### src/rtl/presc_pkg.sv
package presc_pkg;
  // Level of the divided clock register
  typedef enum logic {
    PH_LOW  = 1'b0,
    PH_HIGH = 1'b1
  } phase_e;
endpackage

### src/rtl/presc_rst_sync.sv
module presc_rst_sync #(
  parameter int STAGES = 2
) (
  input  logic clk_ref,
  input  logic arst_n,
  output logic rst_sync_n
);
  logic [STAGES-1:0] sync_q;
  logic [STAGES-1:0] sync_nx;

  always_comb begin
    sync_nx = {sync_q[STAGES-2:0], 1'b1};
  end

  always_ff @(posedge clk_ref or negedge arst_n) begin
    if (!arst_n) sync_q <= '0;
    else         sync_q <= sync_nx;
  end

  assign rst_sync_n = sync_q[STAGES-1];
endmodule

### src/rtl/presc_term_decode.sv
module presc_term_decode #(
  parameter int NUM_RATES = 4,
  parameter int SEL_W     = $clog2(NUM_RATES),
  parameter int CNT_W     = (NUM_RATES > 1) ? NUM_RATES - 1 : 1
) (
  input  logic [CNT_W-1:0] cnt,
  input  logic [SEL_W-1:0] rate,
  output logic             term
);
  logic [NUM_RATES-1:0] term_vec;

  // One terminal-count comparator per ratio: half period of 2^g cycles
  for (genvar g = 0; g < NUM_RATES; g++) begin : g_cmp
    localparam logic [CNT_W-1:0] LAST = CNT_W'((1 << g) - 1);
    assign term_vec[g] = (cnt == LAST);
  end

  assign term = term_vec[rate];
endmodule

### src/rtl/presc_phase_counter.sv
module presc_phase_counter
  import presc_pkg::*;
#(
  parameter int CNT_W = 3
) (
  input  logic             clk_ref,
  input  logic             rst_n,
  input  logic             term,
  output logic [CNT_W-1:0] cnt,
  output logic             clk_out,
  output logic             wrap
);
  logic [CNT_W-1:0] cnt_q, cnt_nx;
  phase_e           ph_q, ph_nx;

  always_comb begin
    cnt_nx = cnt_q + CNT_W'(1);
    ph_nx  = ph_q;
    if (term) begin
      cnt_nx = '0;
      ph_nx  = (ph_q == PH_HIGH) ? PH_LOW : PH_HIGH;
    end
  end

  always_ff @(posedge clk_ref or negedge rst_n) begin
    if (!rst_n) begin
      cnt_q <= '0;
      ph_q  <= PH_LOW;
    end else begin
      cnt_q <= cnt_nx;
      ph_q  <= ph_nx;
    end
  end

  assign cnt     = cnt_q;
  assign clk_out = (ph_q == PH_HIGH);
  assign wrap    = term && (ph_q == PH_HIGH);
endmodule

### src/rtl/presc_rate_reg.sv
module presc_rate_reg #(
  parameter int SEL_W = 2
) (
  input  logic             clk_ref,
  input  logic             rst_n,
  input  logic             load_en,
  input  logic [SEL_W-1:0] rate_req,
  output logic [SEL_W-1:0] rate_cur
);
  logic [SEL_W-1:0] rate_q, rate_nx;

  always_comb begin
    rate_nx = rate_q;
    if (load_en) rate_nx = rate_req;
  end

  always_ff @(posedge clk_ref or negedge rst_n) begin
    if (!rst_n) rate_q <= '0;
    else        rate_q <= rate_nx;
  end

  assign rate_cur = rate_q;
endmodule

### src/rtl/refclk_prescaler.sv
module refclk_prescaler #(
  parameter int NUM_RATES   = 4,
  parameter int SYNC_STAGES = 2
) (
  input  logic       clk_ref,
  input  logic       rst_n,
  input  logic [1:0] rate_sel,
  output logic       clk_out,
  output logic [1:0] rate_active
);
  localparam int SEL_W = $clog2(NUM_RATES);
  localparam int CNT_W = (NUM_RATES > 1) ? NUM_RATES - 1 : 1;

  logic             rst_int_n;
  logic [CNT_W-1:0] cnt;
  logic             term;
  logic             wrap;
  logic [SEL_W-1:0] rate_cur;

  presc_rst_sync #(.STAGES(SYNC_STAGES)) u_rst_sync (
    .clk_ref    (clk_ref),
    .arst_n     (rst_n),
    .rst_sync_n (rst_int_n)
  );

  presc_term_decode #(.NUM_RATES(NUM_RATES), .SEL_W(SEL_W), .CNT_W(CNT_W)) u_term (
    .cnt  (cnt),
    .rate (rate_cur),
    .term (term)
  );

  presc_phase_counter #(.CNT_W(CNT_W)) u_phase (
    .clk_ref (clk_ref),
    .rst_n   (rst_int_n),
    .term    (term),
    .cnt     (cnt),
    .clk_out (clk_out),
    .wrap    (wrap)
  );

  // New ratio is loaded only at the end of a whole output period
  presc_rate_reg #(.SEL_W(SEL_W)) u_rate (
    .clk_ref  (clk_ref),
    .rst_n    (rst_int_n),
    .load_en  (wrap),
    .rate_req (rate_sel),
    .rate_cur (rate_cur)
  );

  assign rate_active = rate_cur;
endmodule

### config.mk
export PLATFORM = sky130hd
export DESIGN_NAME = refclk_prescaler
export DESIGN_NICKNAME = d
export VERILOG_FILES = /design/src/rtl/presc_pkg.sv /design/src/rtl/presc_rst_sync.sv /design/src/rtl/presc_term_decode.sv /design/src/rtl/presc_phase_counter.sv /design/src/rtl/presc_rate_reg.sv /design/src/rtl/refclk_prescaler.sv
export SDC_FILE = /design/constraint.sdc
export NUM_CORES = 1
export LEC_CHECK = 0
export BUFFER_PORTS_ARGS = -buffer_cell sky130_fd_sc_hd__buf_2
export CAP_MARGIN = 10
export CORE_AREA = 5 5 42 44
export DETAILED_ROUTE_END_ITERATION = 12
export DIE_AREA = 0 0 47 49
export GPL_TIMING_DRIVEN = 1
export PLACE_DENSITY = 0.39
export SETUP_SLACK_MARGIN = 0.1
export SYNTH_ARGS = -nofsm -noshare
export SYNTH_HDL_FRONTEND = slang
export SYNTH_HIERARCHICAL = 1
export SYNTH_SLANG_ARGS = --single-unit
export TNS_END_PERCENT = 5
### constraint.sdc
create_clock -name clk_ref -period 0.8 [get_ports clk_ref]
set_clock_uncertainty 0.05 [all_clocks]
set_input_delay 0.04 -clock clk_ref [delete_from_list [all_inputs] [get_ports clk_ref]]
set_output_delay 0.04 -clock clk_ref [all_outputs]
set_load 0.02 [all_outputs]
# Yosys cells after proc, flatten, opt, wreduce, memory -nomap -nowiden
# Index checks and enable logic that the tools add are counted.
[classes]
eq_ne = 3
order_cmp = 1
mux = 4
addsub = 1
n_reduce_logical = 2
[op_table]
columns = ["op", "count"]
rows = [
  ["$add 3x1->3 const B", 1],
  ["$eq 3x1->1 const B", 1],
  ["$eq 3x2->1 const B", 1],
  ["$eq 3x3->1 const B", 1],
  ["$logic_not 3->1", 1],
  ["$lt 2x3->1 const B", 1],
  ["$mux 3", 1],
  ["$bmux 1 s2", 1],
  ["$mux 1", 2],
  ["$logic_and 1x1->1", 1],
]
[totals]
register_bits = 8
in_bits = 4

# Longest topological paths before layout
# Gate-level depths: netlist of the first run.
[logic_depth]
ltp_word = 4
ltp_mapped = 5

# Cells and area by module
# Netlist of the first run, hierarchy kept.
[modules_own_cells]
columns = ["module", "instances", "seq_area_each_um2", "area_per_inst_um2", "cells_each"]
rows = [
  ["presc_phase_counter", 1, 100.1, 153.9, 11],
  ["presc_rate_reg", 1, 50.0, 72.6, 4],
  ["presc_term_decode", 1, 0.0, 57.6, 8],
  ["presc_rst_sync", 1, 50.0, 53.8, 3],
]

# Worst setup path after synthesis of the first run
# Ideal clock, no wire load.
[synth_path]
path_type = "register to register"
from = "reg u_rate.rate_q[0] (netlist: u_rate/rate_cur[0])"
to = "reg u_rate.rate_q[0] (netlist: u_rate/rate_cur[0])"
arrival_ns = 1.742
path_buffers = 0
path_stages_with_launch = 6
period_less_slack_ns = 1.917
slack_ns = -1.117
setup_ns = 0.125
path_cell_list = "dfrtp_1 -> or3b_1 -> a211o_1 -> o211ai_2 -> and2_2 -> mux2_2"
[synth_between]
elab_chain_len = 3
[synth_rtl]
columns = ["item", "line", "source"]
rows = [
  ["start, declared", "presc_rate_reg.sv:10", "logic [SEL_W-1:0] rate_q, rate_nx;"],
  ["start signal, assigned", "presc_rate_reg.sv:19", "else rate_q <= rate_nx;"],
  ["$bmux 1 s2", "presc_term_decode.sv:18", "assign term = term_vec[rate];"],
  ["$mux 1 (not written as such)", "presc_term_decode.sv:18", ""],
  ["via term", "refclk_prescaler.sv:16", "logic term;"],
  ["$logic_and 1x1->1", "presc_phase_counter.sv:37", "assign wrap = term && (ph_q == PH_HIGH);"],
  ["via wrap", "refclk_prescaler.sv:17", "logic wrap;"],
]
# The timed path passes the listed nets, and every way through them passes these cells. The select of a mux whose other input is x is not followed.
# A chain may end at the register's enable or synchronous reset.

# Worst setup path in the final report of the first run
[layout_path]
from = "reg u_rate.rate_q[0] (netlist: u_rate/rate_cur[0])"
to = "reg u_rate.rate_q[1] (netlist: u_rate/rate_cur[1])"
# Same word-level chain as after synthesis.

==> metrics, run 1 <==
status=complete, but fails checks; failing checks=hold timing, setup timing; sequential fraction of design power=31.5%; vias in the first global route=290; area grow syn2layout=51.1%; max incr delay on CP=about 0.4 ns; CP arrival=between 1.5 and 2 ns; hold violation count in the final report=2; DR vias=264; Internal=between 0.001 and 0.0015 W; largest net degree at the start of global routing=7; pwr/cell area=~4400 mW/mm^2; WL per Instance=approximately 12 um; worst-path fanout max=4; maximum capacitance violations=0; first-pass GRT wire length=1.13 mm; Starting Density=24.1%; n_diodes=0; clock share of power=a little over an eighth; drt drc=0; RSZ-0062 raised after global routing=yes; Routed WL=between 700 and 800 um; # rows=14; fmax=578 MHz; peak supply drop=0.00155 V; Hold WS=-0.0288 ns; Slew Viols, Final=0; initial DRC count=3; synth unique cells=17; Worst-Skew Late Latency=about 0.25 ns; top post-synthesis cells by area=dfrtp_1, mux2_2, ha_1; DR vias/cell=around 4.5; hold_sp=rate_sel[0]; Clock Tree Buf Depth=2; post-CTS setup buffer count=0; post-layout min period=~1.7 ns; sequential fraction of the synthesis area=59.3%; post-synth top area share=59.3%; PortBufs=6; RePlAce Congestion=slightly above 0.7; leading area contributor after synthesis=dfrtp_1; CTS tree=built; fin worst setup slack=-0.929 ns; H-Tree Level Count=1; CP required=0.88 ns; grt ovf=0; Worst R2R Start=u_rate/rate_cur[0]; HP Class=in2reg; worst slack at placement=-0.944 ns; Die Wd=47 um; Setup crit start kind=register; CTS sink count=8; CORE AREA=0.00140 mm^2; TritonCTS Buffers=3; synth warn=6; Avg Cell Area, Syn=13.0 um^2; switching part of the total=roughly 34%; WS Path Type=reg2reg; Critical-path top delay cell=dfrtp_2; Netlist Area Pre-Place=338 um^2; Clk pin slew, worst setup/hold paths=0.05 ns; cells after synthesis=26; Worst setup EP type=register; initial antenna violation count=0; Die Ht=49 um; synthesized flop and latch total=8; layout cell share with drive strength beyond 1=between 50 and 60%; Setup-failing EPs final=9; leakage power=roughly 0.24 nW; GRT Util Overall=7.12%; Final Util=roughly 36%; Cell Chain, Critical Path=or3b_1 -> a211o_1 -> o211ai_2 -> and2_4 -> mux2_4; I/O pins=7; fin nets=50; logic gate share of total power=55.1%; switching power=0.000772 W; Initial DRT Pass Iterations=4; cts hold-fix bufs=1; CP startpoint=u_rate/rate_cur[0]; Clock Root Buffer=clkbuf_4; dpl hpwl=512 um; die area=0.00230 mm^2; Final ANT Viol Nets=0; crit share post-route=216%; Post-Syn Nets=31
per-stage QoR:
stage / area (um^2) / std cells / hold WS [ns] / TNS, ns / total power (W)
2_1_floorplan: 342 / 26 / -0.306 / -4.69 / 0.00128
3_3_place_gp: 444 / 55 / -0.226 / -4.62 / 0.00173
3_5_place_dp: 444 / 55 / -0.224 / -4.67 / 0.00176
4_1_cts: 503 / 59 / -0.0369 / -5.38 / 0.00224
5_1_grt: 510 / 59 / -0.0292 / -5.68 / 0.00242
6_report: 510 / 59 / -0.0288 / -5.27 / 0.00227
metal layers:
layer / wire length [um] / global-route usage [%] / part of all wire, %
met3: 36 / 3.32 / 5.1
met1: 304 / 7.52 / 43
met5: 0 / 0 / 0
met4: 0 / 4.15 / 0
met2: 360 / 11.1 / 51
sequential cells by signal, summed over array words and instances (netlist names):
signal,count
u_phase/clk_out,1
u_phase/cnt,3
u_rate/rate_cur,2
u_rst_sync/sync_q,2
worst paths after layout:
| check | endpoint | slack (ns) | cells after the start |
|---|---|---|---|
| worst max-delay path | u_rate/rate_cur[1] | -0.93 | 5 |
| max in group asynchronous | u_rate/rate_cur[0] | 0.42 | 0 |
| min in group asynchronous | u_rst_sync/sync_q[0] | 0.05 | 2 |
| worst max register to register | u_rate/rate_cur[1] | -0.93 | 5 |
| worst min-delay path | u_rate/rate_cur[0] | -0.03 | 2 |
| worst min register to register | u_phase/cnt[2] | 0.05 | 0 |
logic make-up (layout without fill, tap and decap cells):
group,count (synthesis),after routing,synth area share (%)
AOI/OAI and AO/OA,2,2,6.30
and+or+nand+nor,9,9,16.7
buffers and inverters,1,18,1.11
adders and majority gates,1,1,3.70
xor gates and xnor gates,2,2,5.19
other,1,1,1.11
DFF,8,8,59.3
muxes,2,2,6.67
final cells by class:
class / count / area [um^2]
sequential: 8 / 203
inverter: 1 / 3.75
fill: 141 / 891
tap: 16 / 20.0
multi-input combinational: 17 / 143
timing repair buffer: 14 / 119
clock buffer: 3 / 22.5
worst max-delay path: cells and delay by family, from the launching register on:
| family | cells | cell delay, ns |
|---|---|---|
| and+or+nand+nor | 2 | 0.54 |
| muxes | 1 | 0.29 |
| AOI/OAI and AO/OA | 2 | 0.34 |
| DFF | 1 | 0.39 |
placed cells by master (no fill, tap or decap), drive strengths merged:
master / count
buf: 13
xnor2: 1
nor4: 1
nand4: 1
and2: 1
dlygate4sd3: 1
nor2: 2
or3b: 1
ha: 1
nand3b: 1
and2b: 1
o211ai: 1
xor2: 1
conb: 1
clkbuf: 3
inv: 1
dfrtp: 8
mux2: 2
a211o: 1
nand2: 1
cells in the mapped netlist:
cell,number
nor2_1,2
dfrtp_1,8
xor2_1,1
and2_2,1
inv_1,1
nand3b_1,1
xnor2_1,1
nand2_1,1
or3b_1,1
mux2_2,2
ha_1,1
nor4_1,1
a211o_1,1
and2b_2,1
o211ai_2,1
nand4_1,1
conb_1,1
power groups by stage:
stage	clock network, W	logic, W	registers (W)
detailed placement	0	0.00105	0.000710
global route	0.000341	0.00134	0.000735
floorplan	0	0.000438	0.000841
global placement	0	0.00103	0.000699
CTS	0.000321	0.00121	0.000714
finish	0.000304	0.00125	0.000714
timing repair:
item	in CTS	in global routing
endpoints found under the setup margin	9	9
resized for setup	8	2
hold endpoints to repair	4	2
Power figures use the tool's default switching activity.
==> inputs of run 2 (changes only) <==
--- a/config.mk
+++ b/config.mk
@@ -6,12 +6,11 @@
 export NUM_CORES = 1
 export LEC_CHECK = 0
 export BUFFER_PORTS_ARGS = -buffer_cell sky130_fd_sc_hd__buf_2
-export CAP_MARGIN = 10
+export CAP_MARGIN = 20
 export CORE_AREA = 5 5 42 44
 export DETAILED_ROUTE_END_ITERATION = 12
 export DIE_AREA = 0 0 47 49
 export GPL_TIMING_DRIVEN = 1
-export PLACE_DENSITY = 0.39
 export SETUP_SLACK_MARGIN = 0.1
 export SYNTH_ARGS = -nofsm -noshare
 export SYNTH_HDL_FRONTEND = slang
==> metrics, run 2 (synthesis gave the netlist of run 1 again) <==
largest net degree at the start of global routing=7; n_diodes=0; RSZ-0062 raised after global routing=yes; status=complete, but fails checks; WS Path Type=reg2reg; TritonCTS Buffers=3; WL per Instance=9.97 um; switching part of the total=33.0%; initial antenna violation count=0; setup TNS=-5.33 ns; Setup crit start kind=register; CP required=between 0.8 and 0.9 ns; most common cell after layout, fill and taps aside=dfrtp_1; HP Class=in2reg; fin worst setup slack=-0.941 ns; vias in the first global route=264; switching power=0.000745 W; worst hold stages=2; # rows=14; fin nets=50; r2r worst-path depth=5; DR vias/cell=4.15; most frequent cells in the layout=dfrtp_1, buf_6, buf_4, clkbuf_4, buf_2; max reg flops=3; dpl hpwl=453 um; Die Ht=49 um; sequential fraction of design power=a little under a third; hold_sp=rate_sel[1]; Initial DRT Pass Iterations=2; Internal=roughly 0.0015 W; crit share post-route=218%; reg2reg end=u_rate/rate_cur[0]; cell count after placement=55; Hold WS=-0.0324 ns; fmax=574 MHz; R2R Setup Slk=-0.94 ns; area grow syn2layout=52.2%; Worst R2R Start=u_phase/cnt[1]; CTS tree=built; worst-path fanout max=2; Final ANT Viol Nets=0; PortBufs=6; grt ovf=0; Clk pin slew, worst setup/hold paths=roughly 0.06 ns; CTS sink count=8; DR vias=249; Worst setup EP type=register; cts hold-fix bufs=1; hold violation count in the final report=2; H-Tree Level Count=1; Worst-Skew Late Latency=between 0.2 and 0.3 ns; Die Wd=47 um; post-CTS setup buffer count=0; RePlAce Congestion=approximately 0.66; Worst Hold End=u_rate/rate_cur[1]; logic gate share of total power=around 54%; Routed WL=598 um; layout cell share with drive strength beyond 1=a little over half; initial DRC count=1; clock share of power=14.4%; maximum capacitance violations=0; drt drc=0; Pwr Total=0.00226 W; I/O pins=7; Clock Tree Buf Depth=2; Slew Viols, Final=0; die area=around 0.0023 mm^2; failing checks=hold timing, setup timing; pwr/cell area=4390 mW/mm^2; Starting Density=between 20% and 30%; leakage power=0.244 nW; peak supply drop=0.00175 V; CP arrival=1.83 ns; GRT Util Overall=6.60%; Setup-failing EPs final=9; first-pass GRT wire length=1.05 mm; CORE AREA=between 0.001 and 0.0015 mm^2; Non-Filler Instances=60; post-layout min period=1.74 ns; Clock Root Buffer=clkbuf_4
## run 2: changes by cell type in the layout (fill, tap and decap cells not counted)
cell / delta
clkbuf_1: +1
## run 2: how the worst max path moves through the flow
stage / startpoint / to / slack, ns / depth (start not counted)
after global routing: u_phase/cnt[1] / u_rate/rate_cur[0] / -0.97 / 5
after floorplan: u_rate/rate_cur[1] / u_rate/rate_cur[0] / -1.04 / 5
after global placement: u_rate/rate_cur[1] / u_rate/rate_cur[0] / -0.93 / 5
after CTS: u_rate/rate_cur[1] / u_rate/rate_cur[0] / -0.94 / 5
after detailed placement: u_rate/rate_cur[1] / u_rate/rate_cur[0] / -0.94 / 5
final: u_phase/cnt[1] / u_rate/rate_cur[0] / -0.94 / 5
## run 2: area by class of cell
type / count / area, um^2
Clock buffer: 4 / 26.3
Fill cell: 151 / 887
Inverter: 1 / 3.75
Multi-Input combinational cell: 17 / 143
Sequential cell: 8 / 203
Tap cell: 16 / 20.0
Timing Repair Buffer: 14 / 119
## run 2: per-stage QoR
stage	setup WS (ns)	utilization [%]	hold slack [ns]	cell area (um^2)
6_report	-0.941	36.7	-0.0324	514
5_1_grt	-0.970	36.7	-0.0482	514
4_1_cts	-0.944	36.7	-0.0450	514
3_5_place_dp	-0.941	31.7	-0.223	444
3_3_place_gp	-0.930	31.7	-0.225	444
2_1_floorplan	-1.04	-	-0.306	342
## run 2: per-layer routing
layer / GRT usage [%] / vias to the layer above / wire [um]
met1: 7.43 / 117 / 270
li1: - / 125 / -
met3: 1.11 / 2 / 20
met2: 9.50 / 5 / 291
met4: 6.91 / 0 / 17
met5: 0 / - / 0
## run 2: timing repair
action / in CTS / in global routing
setup endpoints to repair: 9 / 9
endpoints found under the hold margin: 4 / 2
resized for setup: 10 / 0
## run 2: critical path, stage by stage (launching register included)
cell and delay [ns]:
dfrtp_1 0.37, or3b_1 0.37, a211o_1 0.27, o211ai_2 0.08
and2_4 0.18, mux2_4 0.30
## run 2: power groups by stage
stage                     clock, W  sequential, W  combinational, W
after CTS                 0.000343       0.000713           0.00124
after global placement           0       0.000701           0.00102
after floorplan                  0       0.000841          0.000438
final                     0.000325       0.000707           0.00122
after detailed placement         0       0.000710           0.00103
after global routing      0.000369       0.000730           0.00132
==> inputs of run 3 (changes only) <==
--- a/config.mk
+++ b/config.mk
@@ -11,6 +11,7 @@
 export DETAILED_ROUTE_END_ITERATION = 12
 export DIE_AREA = 0 0 47 49
 export GPL_TIMING_DRIVEN = 1
+export RECOVER_POWER = 100
 export SETUP_SLACK_MARGIN = 0.1
 export SYNTH_ARGS = -nofsm -noshare
 export SYNTH_HDL_FRONTEND = slang
==> constraint.sdc (replaced) <==
create_clock -name clk_ref -period 2.2 [get_ports clk_ref]
set_clock_uncertainty 0.05 [all_clocks]
set_input_delay 0.11 -clock clk_ref [delete_from_list [all_inputs] [get_ports clk_ref]]
set_output_delay 0.11 -clock clk_ref [all_outputs]
set_load 0.02 [all_outputs]
==> metrics, run 3 (synthesis gave the netlist of run 1 again) <==
peak supply drop=between 0.0005 and 0.0006 V; RSZ-0062 raised after global routing=no; first-pass GRT wire length=1.01 mm; CORE AREA=roughly 0.0014 mm^2; worst slack at placement=0.289 ns; Worst setup EP type=register; drt drc=0; setup TNS=0 ns; H-Tree Level Count=1; r2r worst-path depth=5; n_diodes=0; Clock Tree Buf Depth=2; Slew Viols, Final=0; most common cell after layout, fill and taps aside=dfrtp_1; fin worst setup slack=approximately 0.28 ns; initial DRC count=1; DP Area=~390 um^2; leakage power=between 0.15 and 0.2 nW; DR vias/cell=4.33; CTS tree=built; fmax=520 MHz; Setup-failing EPs final=0; layout cell share with drive strength beyond 1=between 20% and 30%; Worst-Skew Late Latency=0.25 ns; post-CTS setup buffer count=0; CP required=2.28 ns; WL per Instance=9.21 um; # rows=14; I/O pins=7; area grow syn2layout=23.0%; largest net degree at the start of global routing=7; Final ANT Viol Nets=0; Routed WL=479 um; TritonCTS Buffers=3; Setup crit start kind=register; maximum capacitance violations=0; HP Class=reg2async; status=completed; RePlAce Congestion=0.606; crit share post-route=87.4%; max reg flops=3; die area=around 0.0023 mm^2; initial antenna violation count=0; Die Ht=49 um; Starting Density=24.1%; CP startpoint=u_phase/cnt[1]; PortBufs=6; vias in the first global route=~240; grt ovf=0; post-layout min period=1.92 ns; CTS sink count=8; fin nets=43; worst-path fanout max=5; Clk pin slew, worst setup/hold paths=0.05 ns; most frequent cells in the layout=dfrtp_1, clkbuf_1, clkbuf_4; GRT Util Overall=6.10%; Clock Root Buffer=clkbuf_4; Die Wd=~47 um; Worst R2R Start=u_phase/cnt[1]; hold violation count in the final report=0; pwr/cell area=about 1500 mW/mm^2; design area=415 um^2; WS Path Type=reg2reg; CP arrival=approximately 2 ns; Initial DRT Pass Iterations=2; DR vias=225
run 3: cell count changes in the layout (fill, tap and decap cells not counted):
cell and change:
and2_4 -1, mux2_4 -2, clkbuf_1 +3, buf_4 -5, mux2_2 +2, dfrtp_1 +2, dfrtp_2 -2, buf_2 -1
and2_2 +1, buf_6 -5
run 3: critical path, cell delays in order, from the launching register on:
cell and delay, ns:
dfrtp_1 0.41, or3b_1 0.38, a211o_1 0.31, o211ai_2 0.11, and2_2 0.22, mux2_2 0.32
run 3: final timing paths:
kind	to	slack, ns
min in group clk_ref	u_rate/rate_cur[1]	0.04
hold / removal	u_phase/cnt[1]	0.04
hold reg to reg	u_phase/cnt[1]	0.04
setup / recovery	u_rate/rate_cur[1]	0.28
setup reg to reg	u_rate/rate_cur[1]	0.28
max in group asynchronous	u_rst_sync/sync_q[0]	1.85
run 3: final cells by class:
type,count,area [um^2]
inverter,1,3.75
fill,161,986
multi-input combinational,17,134
clock buffer,3,22.5
timing repair buffer,7,35.0
sequential,8,200
tap,16,20.0
run 3: metrics by stage:
stage / total power (W) / util [%] / instances / hold WS, ns
2_1_floorplan: 0.000455 / - / 26 / -0.236
3_3_place_gp: 0.000516 / 27.7 / 48 / -0.153
3_5_place_dp: 0.000524 / 27.7 / 48 / -0.152
4_1_cts: 0.000636 / 30.0 / 52 / 0.0340
5_1_grt: 0.000686 / 29.6 / 52 / 0.0340
6_report: 0.000617 / 29.6 / 52 / 0.0395
run 3: repair_timing:
action | CTS | global route
hold buffers | 1 | 0
gates resized for setup | 0 | 0
endpoints found under the hold margin | 2 | 0
run 3: power by group:
group | leakage [nW] | internal (W) | switching (W)
Clock | 0.0138 | 0.0000620 | 0.0000439
Sequential | 0.0945 | 0.000211 | 0.0000666
Combinational | 0.0751 | 0.000114 | 0.000119
run 3: per-layer routing:
layer | track usage [%] | part of all wire, %
met3 | 1.11 | 3.5
met2 | 8.82 | 51
met5 | 0 | 0
met4 | 5.53 | 3.5
met1 | 7.21 | 42
